**src/rtl/cmp_evt_pkg.sv**
```systemverilog
package cmp_evt_pkg;

  typedef enum logic [1:0] {
    EVT_NONE = 2'b00,
    EVT_RISE = 2'b01,
    EVT_FALL = 2'b10,
    EVT_ANY  = 2'b11
  } evt_sel_e;

  typedef struct packed {
    logic     inv;
    evt_sel_e sel;
  } ch_cfg_t;

  localparam int unsigned CFG_W = $bits(ch_cfg_t);

endpackage

```
**src/rtl/cmp_sync.sv**
```systemverilog
module cmp_sync #(
  parameter int unsigned STAGES = 2
) (
  input  logic clk_i,
  input  logic rst_ni,
  input  logic d_i,
  output logic q_o,
  output logic valid_o
);

  logic [STAGES-1:0] chain_q;
  logic [STAGES-1:0] fill_q;

  always_ff @(posedge clk_i or negedge rst_ni) begin
    if (!rst_ni) begin
      chain_q <= '0;
      fill_q  <= '0;
    end else begin
      chain_q <= {chain_q[STAGES-2:0], d_i};
      fill_q  <= {fill_q[STAGES-2:0], 1'b1};
    end
  end

  assign q_o     = chain_q[STAGES-1];
  assign valid_o = fill_q[STAGES-1];

endmodule

```
**src/rtl/cmp_edge_det.sv**
```systemverilog
module cmp_edge_det
  import cmp_evt_pkg::*;
(
  input  logic    clk_i,
  input  logic    rst_ni,
  input  logic    sync_i,
  input  logic    valid_i,
  input  ch_cfg_t cfg_i,
  output logic    evt_o,
  output logic    level_o
);

  logic prev_q;
  logic armed_q;
  logic rise_raw, fall_raw, rise_eff, fall_eff, hit;

  // history holds the raw sample, so an invert toggle never looks like an edge
  always_ff @(posedge clk_i or negedge rst_ni) begin
    if (!rst_ni) begin
      prev_q  <= 1'b0;
      armed_q <= 1'b0;
    end else if (valid_i) begin
      prev_q  <= sync_i;
      armed_q <= 1'b1;
    end
  end

  assign rise_raw = sync_i & ~prev_q;
  assign fall_raw = ~sync_i & prev_q;
  assign rise_eff = cfg_i.inv ? fall_raw : rise_raw;
  assign fall_eff = cfg_i.inv ? rise_raw : fall_raw;

  always_comb begin
    unique case (cfg_i.sel)
      EVT_NONE: hit = 1'b0;
      EVT_RISE: hit = rise_eff;
      EVT_FALL: hit = fall_eff;
      EVT_ANY:  hit = rise_raw | fall_raw;
      default:  hit = 1'b0;
    endcase
  end

  assign evt_o   = armed_q & hit;
  assign level_o = sync_i ^ cfg_i.inv;

  a_r10_quiet_before_sample: assert property (@(posedge clk_i) disable iff (!rst_ni)
    !valid_i |-> !evt_o);

endmodule

```
**src/rtl/cmp_flag_ctrl.sv**
```systemverilog
module cmp_flag_ctrl #(
  parameter int unsigned NCH = 3
) (
  input  logic           clk_i,
  input  logic           rst_ni,
  input  logic [NCH-1:0] evt_i,
  input  logic           sw_wr_i,
  input  logic [NCH-1:0] sw_val_i,
  input  logic [NCH-1:0] ch_en_i,
  input  logic           grp_en_i,
  input  logic           glb_en_i,
  output logic [NCH-1:0] flag_o,
  output logic           irq_o
);

  logic [NCH-1:0] flag_q;
  logic [NCH-1:0] flag_d;

  // hardware event dominates a software clear in the same cycle
  assign flag_d = (sw_wr_i ? sw_val_i : flag_q) | evt_i;

  always_ff @(posedge clk_i or negedge rst_ni) begin
    if (!rst_ni) flag_q <= '0;
    else         flag_q <= flag_d;
  end

  assign flag_o = flag_q;
  assign irq_o  = glb_en_i & grp_en_i & |(flag_q & ch_en_i);

  for (genvar g = 0; g < NCH; g++) begin : g_chk
    a_r7_flag_holds: assert property (@(posedge clk_i) disable iff (!rst_ni)
      (!sw_wr_i && flag_q[g]) |=> flag_q[g]);
    a_r7_flag_clears: assert property (@(posedge clk_i) disable iff (!rst_ni)
      (sw_wr_i && !sw_val_i[g] && !evt_i[g]) |=> !flag_q[g]);
    a_r8_event_wins: assert property (@(posedge clk_i) disable iff (!rst_ni)
      evt_i[g] |=> flag_q[g]);
  end

endmodule

```
**src/rtl/cmp_evt_irq.sv**
```systemverilog
module cmp_evt_irq
  import cmp_evt_pkg::*;
#(
  parameter  int unsigned NCH         = 3,
  parameter  int unsigned DW          = 8,
  parameter  int unsigned SYNC_STAGES = 2,
  localparam int unsigned AW          = $clog2(NCH + 3)
) (
  input  logic           clk_i,
  input  logic           rst_ni,
  input  logic [NCH-1:0] cmp_i,
  input  logic           wr_en_i,
  input  logic [AW-1:0]  addr_i,
  input  logic [DW-1:0]  wdata_i,
  output logic [DW-1:0]  rdata_o,
  output logic           irq_o
);

  localparam logic [AW-1:0] LVL_ADDR  = AW'(NCH);
  localparam logic [AW-1:0] FLAG_ADDR = AW'(NCH + 1);
  localparam logic [AW-1:0] EN_ADDR   = AW'(NCH + 2);
  localparam int unsigned   GRP_BIT   = DW - 2;
  localparam int unsigned   GLB_BIT   = DW - 1;

  ch_cfg_t        cfg_q [NCH];
  logic [NCH-1:0] ch_en_q;
  logic           grp_en_q, glb_en_q;
  logic [NCH-1:0] sync_w, valid_w, evt_w, level_w, flag_w;
  logic           flag_wr;
  logic           unused_wdata;

  assign unused_wdata = ^wdata_i;
  assign flag_wr      = wr_en_i && (addr_i == FLAG_ADDR);

  for (genvar g = 0; g < NCH; g++) begin : g_ch
    cmp_sync #(.STAGES(SYNC_STAGES)) u_sync (
      .clk_i   (clk_i),
      .rst_ni  (rst_ni),
      .d_i     (cmp_i[g]),
      .q_o     (sync_w[g]),
      .valid_o (valid_w[g])
    );

    cmp_edge_det u_det (
      .clk_i   (clk_i),
      .rst_ni  (rst_ni),
      .sync_i  (sync_w[g]),
      .valid_i (valid_w[g]),
      .cfg_i   (cfg_q[g]),
      .evt_o   (evt_w[g]),
      .level_o (level_w[g])
    );

    always_ff @(posedge clk_i or negedge rst_ni) begin
      if (!rst_ni)                                cfg_q[g] <= '0;
      else if (wr_en_i && (addr_i == AW'(g)))     cfg_q[g] <= ch_cfg_t'(wdata_i[CFG_W-1:0]);
    end

    a_r2_none_quiet: assert property (@(posedge clk_i) disable iff (!rst_ni)
      (cfg_q[g].sel == EVT_NONE) |-> !evt_w[g]);
  end

  always_ff @(posedge clk_i or negedge rst_ni) begin
    if (!rst_ni) begin
      ch_en_q  <= '0;
      grp_en_q <= 1'b0;
      glb_en_q <= 1'b0;
    end else if (wr_en_i && (addr_i == EN_ADDR)) begin
      ch_en_q  <= wdata_i[NCH-1:0];
      grp_en_q <= wdata_i[GRP_BIT];
      glb_en_q <= wdata_i[GLB_BIT];
    end
  end

  cmp_flag_ctrl #(.NCH(NCH)) u_flags (
    .clk_i    (clk_i),
    .rst_ni   (rst_ni),
    .evt_i    (evt_w),
    .sw_wr_i  (flag_wr),
    .sw_val_i (wdata_i[NCH-1:0]),
    .ch_en_i  (ch_en_q),
    .grp_en_i (grp_en_q),
    .glb_en_i (glb_en_q),
    .flag_o   (flag_w),
    .irq_o    (irq_o)
  );

  always_comb begin
    rdata_o = '0;
    for (int i = 0; i < NCH; i++) begin
      if (addr_i == AW'(i)) rdata_o[CFG_W-1:0] = cfg_q[i];
    end
    if (addr_i == LVL_ADDR)  rdata_o[NCH-1:0] = level_w;
    if (addr_i == FLAG_ADDR) rdata_o[NCH-1:0] = flag_w;
    if (addr_i == EN_ADDR) begin
      rdata_o[NCH-1:0] = ch_en_q;
      rdata_o[GRP_BIT] = grp_en_q;
      rdata_o[GLB_BIT] = glb_en_q;
    end
  end

  a_r9_irq_gated: assert property (@(posedge clk_i) disable iff (!rst_ni)
    (!glb_en_q || !grp_en_q) |-> !irq_o);
  a_r9_irq_needs_flag: assert property (@(posedge clk_i) disable iff (!rst_ni)
    irq_o |-> (flag_w != '0));

endmodule

```
**config.mk**
```make
export PLATFORM = sky130hd
export DESIGN_NAME = cmp_evt_irq
export DESIGN_NICKNAME = d
export VERILOG_FILES = /design/src/rtl/cmp_evt_pkg.sv /design/src/rtl/cmp_sync.sv /design/src/rtl/cmp_edge_det.sv /design/src/rtl/cmp_flag_ctrl.sv /design/src/rtl/cmp_evt_irq.sv
export SDC_FILE = /design/constraint.sdc
export NUM_CORES = 1
export LEC_CHECK = 0
export CORE_AREA = 2 2 59 61
export DETAILED_ROUTE_END_ITERATION = 16
export DIE_AREA = 0 0 61 63
export HOLD_SLACK_MARGIN = 0.05
export PLACE_DENSITY = 0.75
export SLEW_MARGIN = 20
export SYNTH_ARGS = -nofsm -noshare
export SYNTH_HDL_FRONTEND = slang
export SYNTH_SLANG_ARGS = --single-unit
```
**constraint.sdc**
```tcl
create_clock -name clk_i -period 3.18 [get_ports clk_i]
set_input_delay 0.636 -clock clk_i [delete_from_list [all_inputs] [get_ports clk_i]]
set_output_delay 0.636 -clock clk_i [all_outputs]
set_load 0.02 [all_outputs]
```
==> summary.md <==
| Metric | Value |
|---|---|
| Status | completed |
| Setup bufs post-CTS | 0 |
| IO Count | 26 |
| Layout area overhead | 20.57% |
| Register area share after synthesis | 0.4754 |
| Pin count of the biggest net entering global routing | 30 |
| Max Buffers Root-to-Sink | 2 |
| Pint | 631.8 uW |
| Clock transition at path regs | 0.08 ns |
| Vias | 1038 |
| Syn Area/Cell | 12.11 um^2 |
| Max Cap Viol | 0 |
| RR Startpoint | g_ch[0].u_sync.chain_q[1] |
| Endpoint class of the critical path | primary output |
| Crit share post-route | 0.9622 |
| Worst hold path class | reg -> reg |
| CP required | 2.54 ns |
| Clock share of power | 0.235 |
| Vias in the first global route | 1045 |
| Clock Tree Root | clkbuf_4 |
| Diodes inserted | 0 |
| Hold Slack | 0.3545 ns |
| Clk_lat worst skew | 0.33 ns |
| Die width | 61 um |
| Drt pass-1 iters | 4 |
| Endpoints failing hold | 0 |
| Routed wire length per instance | 13.66 um |
| Final HPWL DP | 2072 um |
| Pwr Density | 499.0 nW/um^2 |
| Post-CTS Hold Buffers | 0 |
| Post-synth top cells | dfrtp_1 (29), mux2_2 (16), mux2i_1 (13), nand2_1 (10) |
| P_sw | 286.7 uW |
| Post-synth ARST share | 1.000 |
| Core area | 3232 um^2 |
| First-pass GRT wire length | 4657 um |
| Synthesis Warnings | 0 |
| Worst hold endpoint | g_ch[2].u_sync.chain_q[1] |
| Num CTS Buffers | 5 |
| Ys flop type | dfrtp_1 |
| # DRC | 0 |
| Worst-path maximum fanout | 14 |
| Cell count of the worst hold path | 0 |
| CP Class | in -> out |
| Layout cell share with drive strength beyond 1 | 0.2157 |
| Post-Synthesis Cells | 126 |
| Overall Global Routing Usage | 0.1619 |
| Worst Reg2Reg Path Length in Cells | 5 |
| Die area | 3843 um^2 |
| Count leader, synth | dfrtp_1 |
| Leakage | 0.0008356 uW |
| Yosys cell types | 32 |
| Starting Density | 0.4723 |
| Vias per inst | 5.216 |
| Final setup TNS | 0 ns |
| Antenna violations before repair | 0 |
| Fin. max-slew vios | 0 |
| 1st-iter DRT viols | 43 |
| DIE HEIGHT | 63 um |
| Final ANT Viol Nets | 0 |
| Top achievable clock speed | 0.3268 GHz |
| Rows | 21 |
| HP Start | g_ch[2].u_sync.chain_q[0] |
| Crit path DAT | 2.42 ns |
| GRT overflow | 0 |
| Final setup vio count | 0 |
| Comb power frac | 0.238 |
| Worst reg-to-reg setup slack | 1.88 ns |
| Port Buffers | 19 |
| Share of the synthesized area in the top cell type | 0.4754 |
| Top cells by area, synth | dfrtp_1 (48%), mux2_2 (12%), mux2i_1 (8.5%) |
| Cell taking the most area after synthesis | dfrtp_1 |
| Post-Route WL | 2718 um |
| Nets | 175 |
| Worst R2R End | u_flags.flag_o[0] |
| RSZ-0062 raised after global routing | no |
| Clock Sinks | 29 |
| Startpoint Class | input pin |
| Area of the mapped netlist | 1526 um^2 |
| Seq pwr share | 0.527 |
| Clk_skew | 0.01014 ns |
| DP Worst Slack | 0.09207 ns |
| CTS tree | done |
| Maximum VDD drop | 0.2706 mV |
| Yosys reg bits | 29 |
| Htree depth | 2 |
| Post-layout util | 0.5695 |
| Fin crit period | 3.060 ns |
| Final worst slack | 0.1201 ns |
| Total power | 918.5 uW |
| EDFF count, synth | 0 |
| GP Congestion | 0.9071 |
| Sw Share | 0.3121 |
## area by class of cell
cell class	count	area [um^2]
multi-input cells	87	742.0
well taps	46	57.56
fillers	290	1391
clock buffers	5	37.54
repair buffers	23	237.7
flip-flops and latches	29	725.7
clock inverters	3	17.52
inverters	6	22.52
## layout by cell type (no fill, tap or decap), types with 2 or more instances in the layout
cell type        Yosys  layout
dlymetal6s2s_1       0       2
and3b_1              3       3
ha_1                 6       6
mux2i_1             13      13
nand2_1             10      10
conb_1               2       4
and2_1               2       2
a221oi_1             3       3
nand3_1              2       2
buf_4                3       3
xor2_1               3       3
o2111ai_1            2       2
o21ai_0              3       3
mux2_2              16      16
clkinv_2             0       2
nor2_1               3       3
clkdlybuf4s50_1      0      17
dfrtp_1             29      29
inv_1                6       6
or3_1                2       2
clkbuf_4             0       5
and4bb_2             2       2
o21a_1               3       3
## routing by layer
metal	GRT usage	part of all wire
met5	0	0
met3	0.05383	0.067
met1	0.2064	0.44
met4	0.07065	0.021
met2	0.2460	0.47
## power groups by stage
stage                     Sequential, uW  Combinational (uW)  Clock (uW)
after CTS                            485                 221         222
after floorplan                      472                 152           0
after detailed placement             493                 220           0
after global routing                 495                 243         241
final                                484                 218         216
after global placement               488                 214           0
## worst max-delay path, cell delays in order
cell and delay [ns]:
clkdlybuf4s50_1 0.51, buf_12 0.16, mux2i_1 0.08, o21a_1 0.16
a221oi_1 0.22, clkdlybuf4s50_1 0.66
## flip-flops by register name, indices dropped and copies added, names as in the netlist
name	cells
glb_en_q	1
cfg_q	9
ch_en_q	3
g_ch.u_det.armed_q	1
g_ch.u_det.prev_q	3
g_ch.u_sync.fill_q	2
g_ch.u_sync.chain_q	6
grp_en_q	1
u_flags.flag_o	3
## worst max path at each step
stage,startpoint,end,slack [ns],depth (start not counted)
global placement,addr_i[0],rdata_o[2],0.1,6
detailed placement,addr_i[0],rdata_o[2],0.09,6
finish,addr_i[0],rdata_o[0],0.12,6
CTS,addr_i[0],rdata_o[2],0.09,6
floorplan,addr_i[0],rdata_o[2],0.95,4
global route,addr_i[0],rdata_o[0],0.05,6
## what timing repair did
action                                  in CTS  in global routing
gates resized for setup                      0                  2
endpoints found under the setup margin       0                  2
hold endpoints to repair                     0                  0
## stage by stage
stage | instances | instance area (um^2)
2_1_floorplan | 128 | 1534
3_3_place_gp | 191 | 1780
3_5_place_dp | 191 | 1780
4_1_cts | 199 | 1836
5_1_grt | 199 | 1841
6_report | 199 | 1841
## logic make-up after synthesis
kind of cell / Yosys count / synth area share
other cells: 2 / 0.004920
compound gates: 15 / 0.07295
simple gates: 30 / 0.1336
buf+inv: 12 / 0.04343
xor+xnor: 3 / 0.01722
fa+ha+maj: 6 / 0.04918
mux: 29 / 0.2033
flops: 29 / 0.4754
No activity file was read; power rests on OpenSTA's default activity.
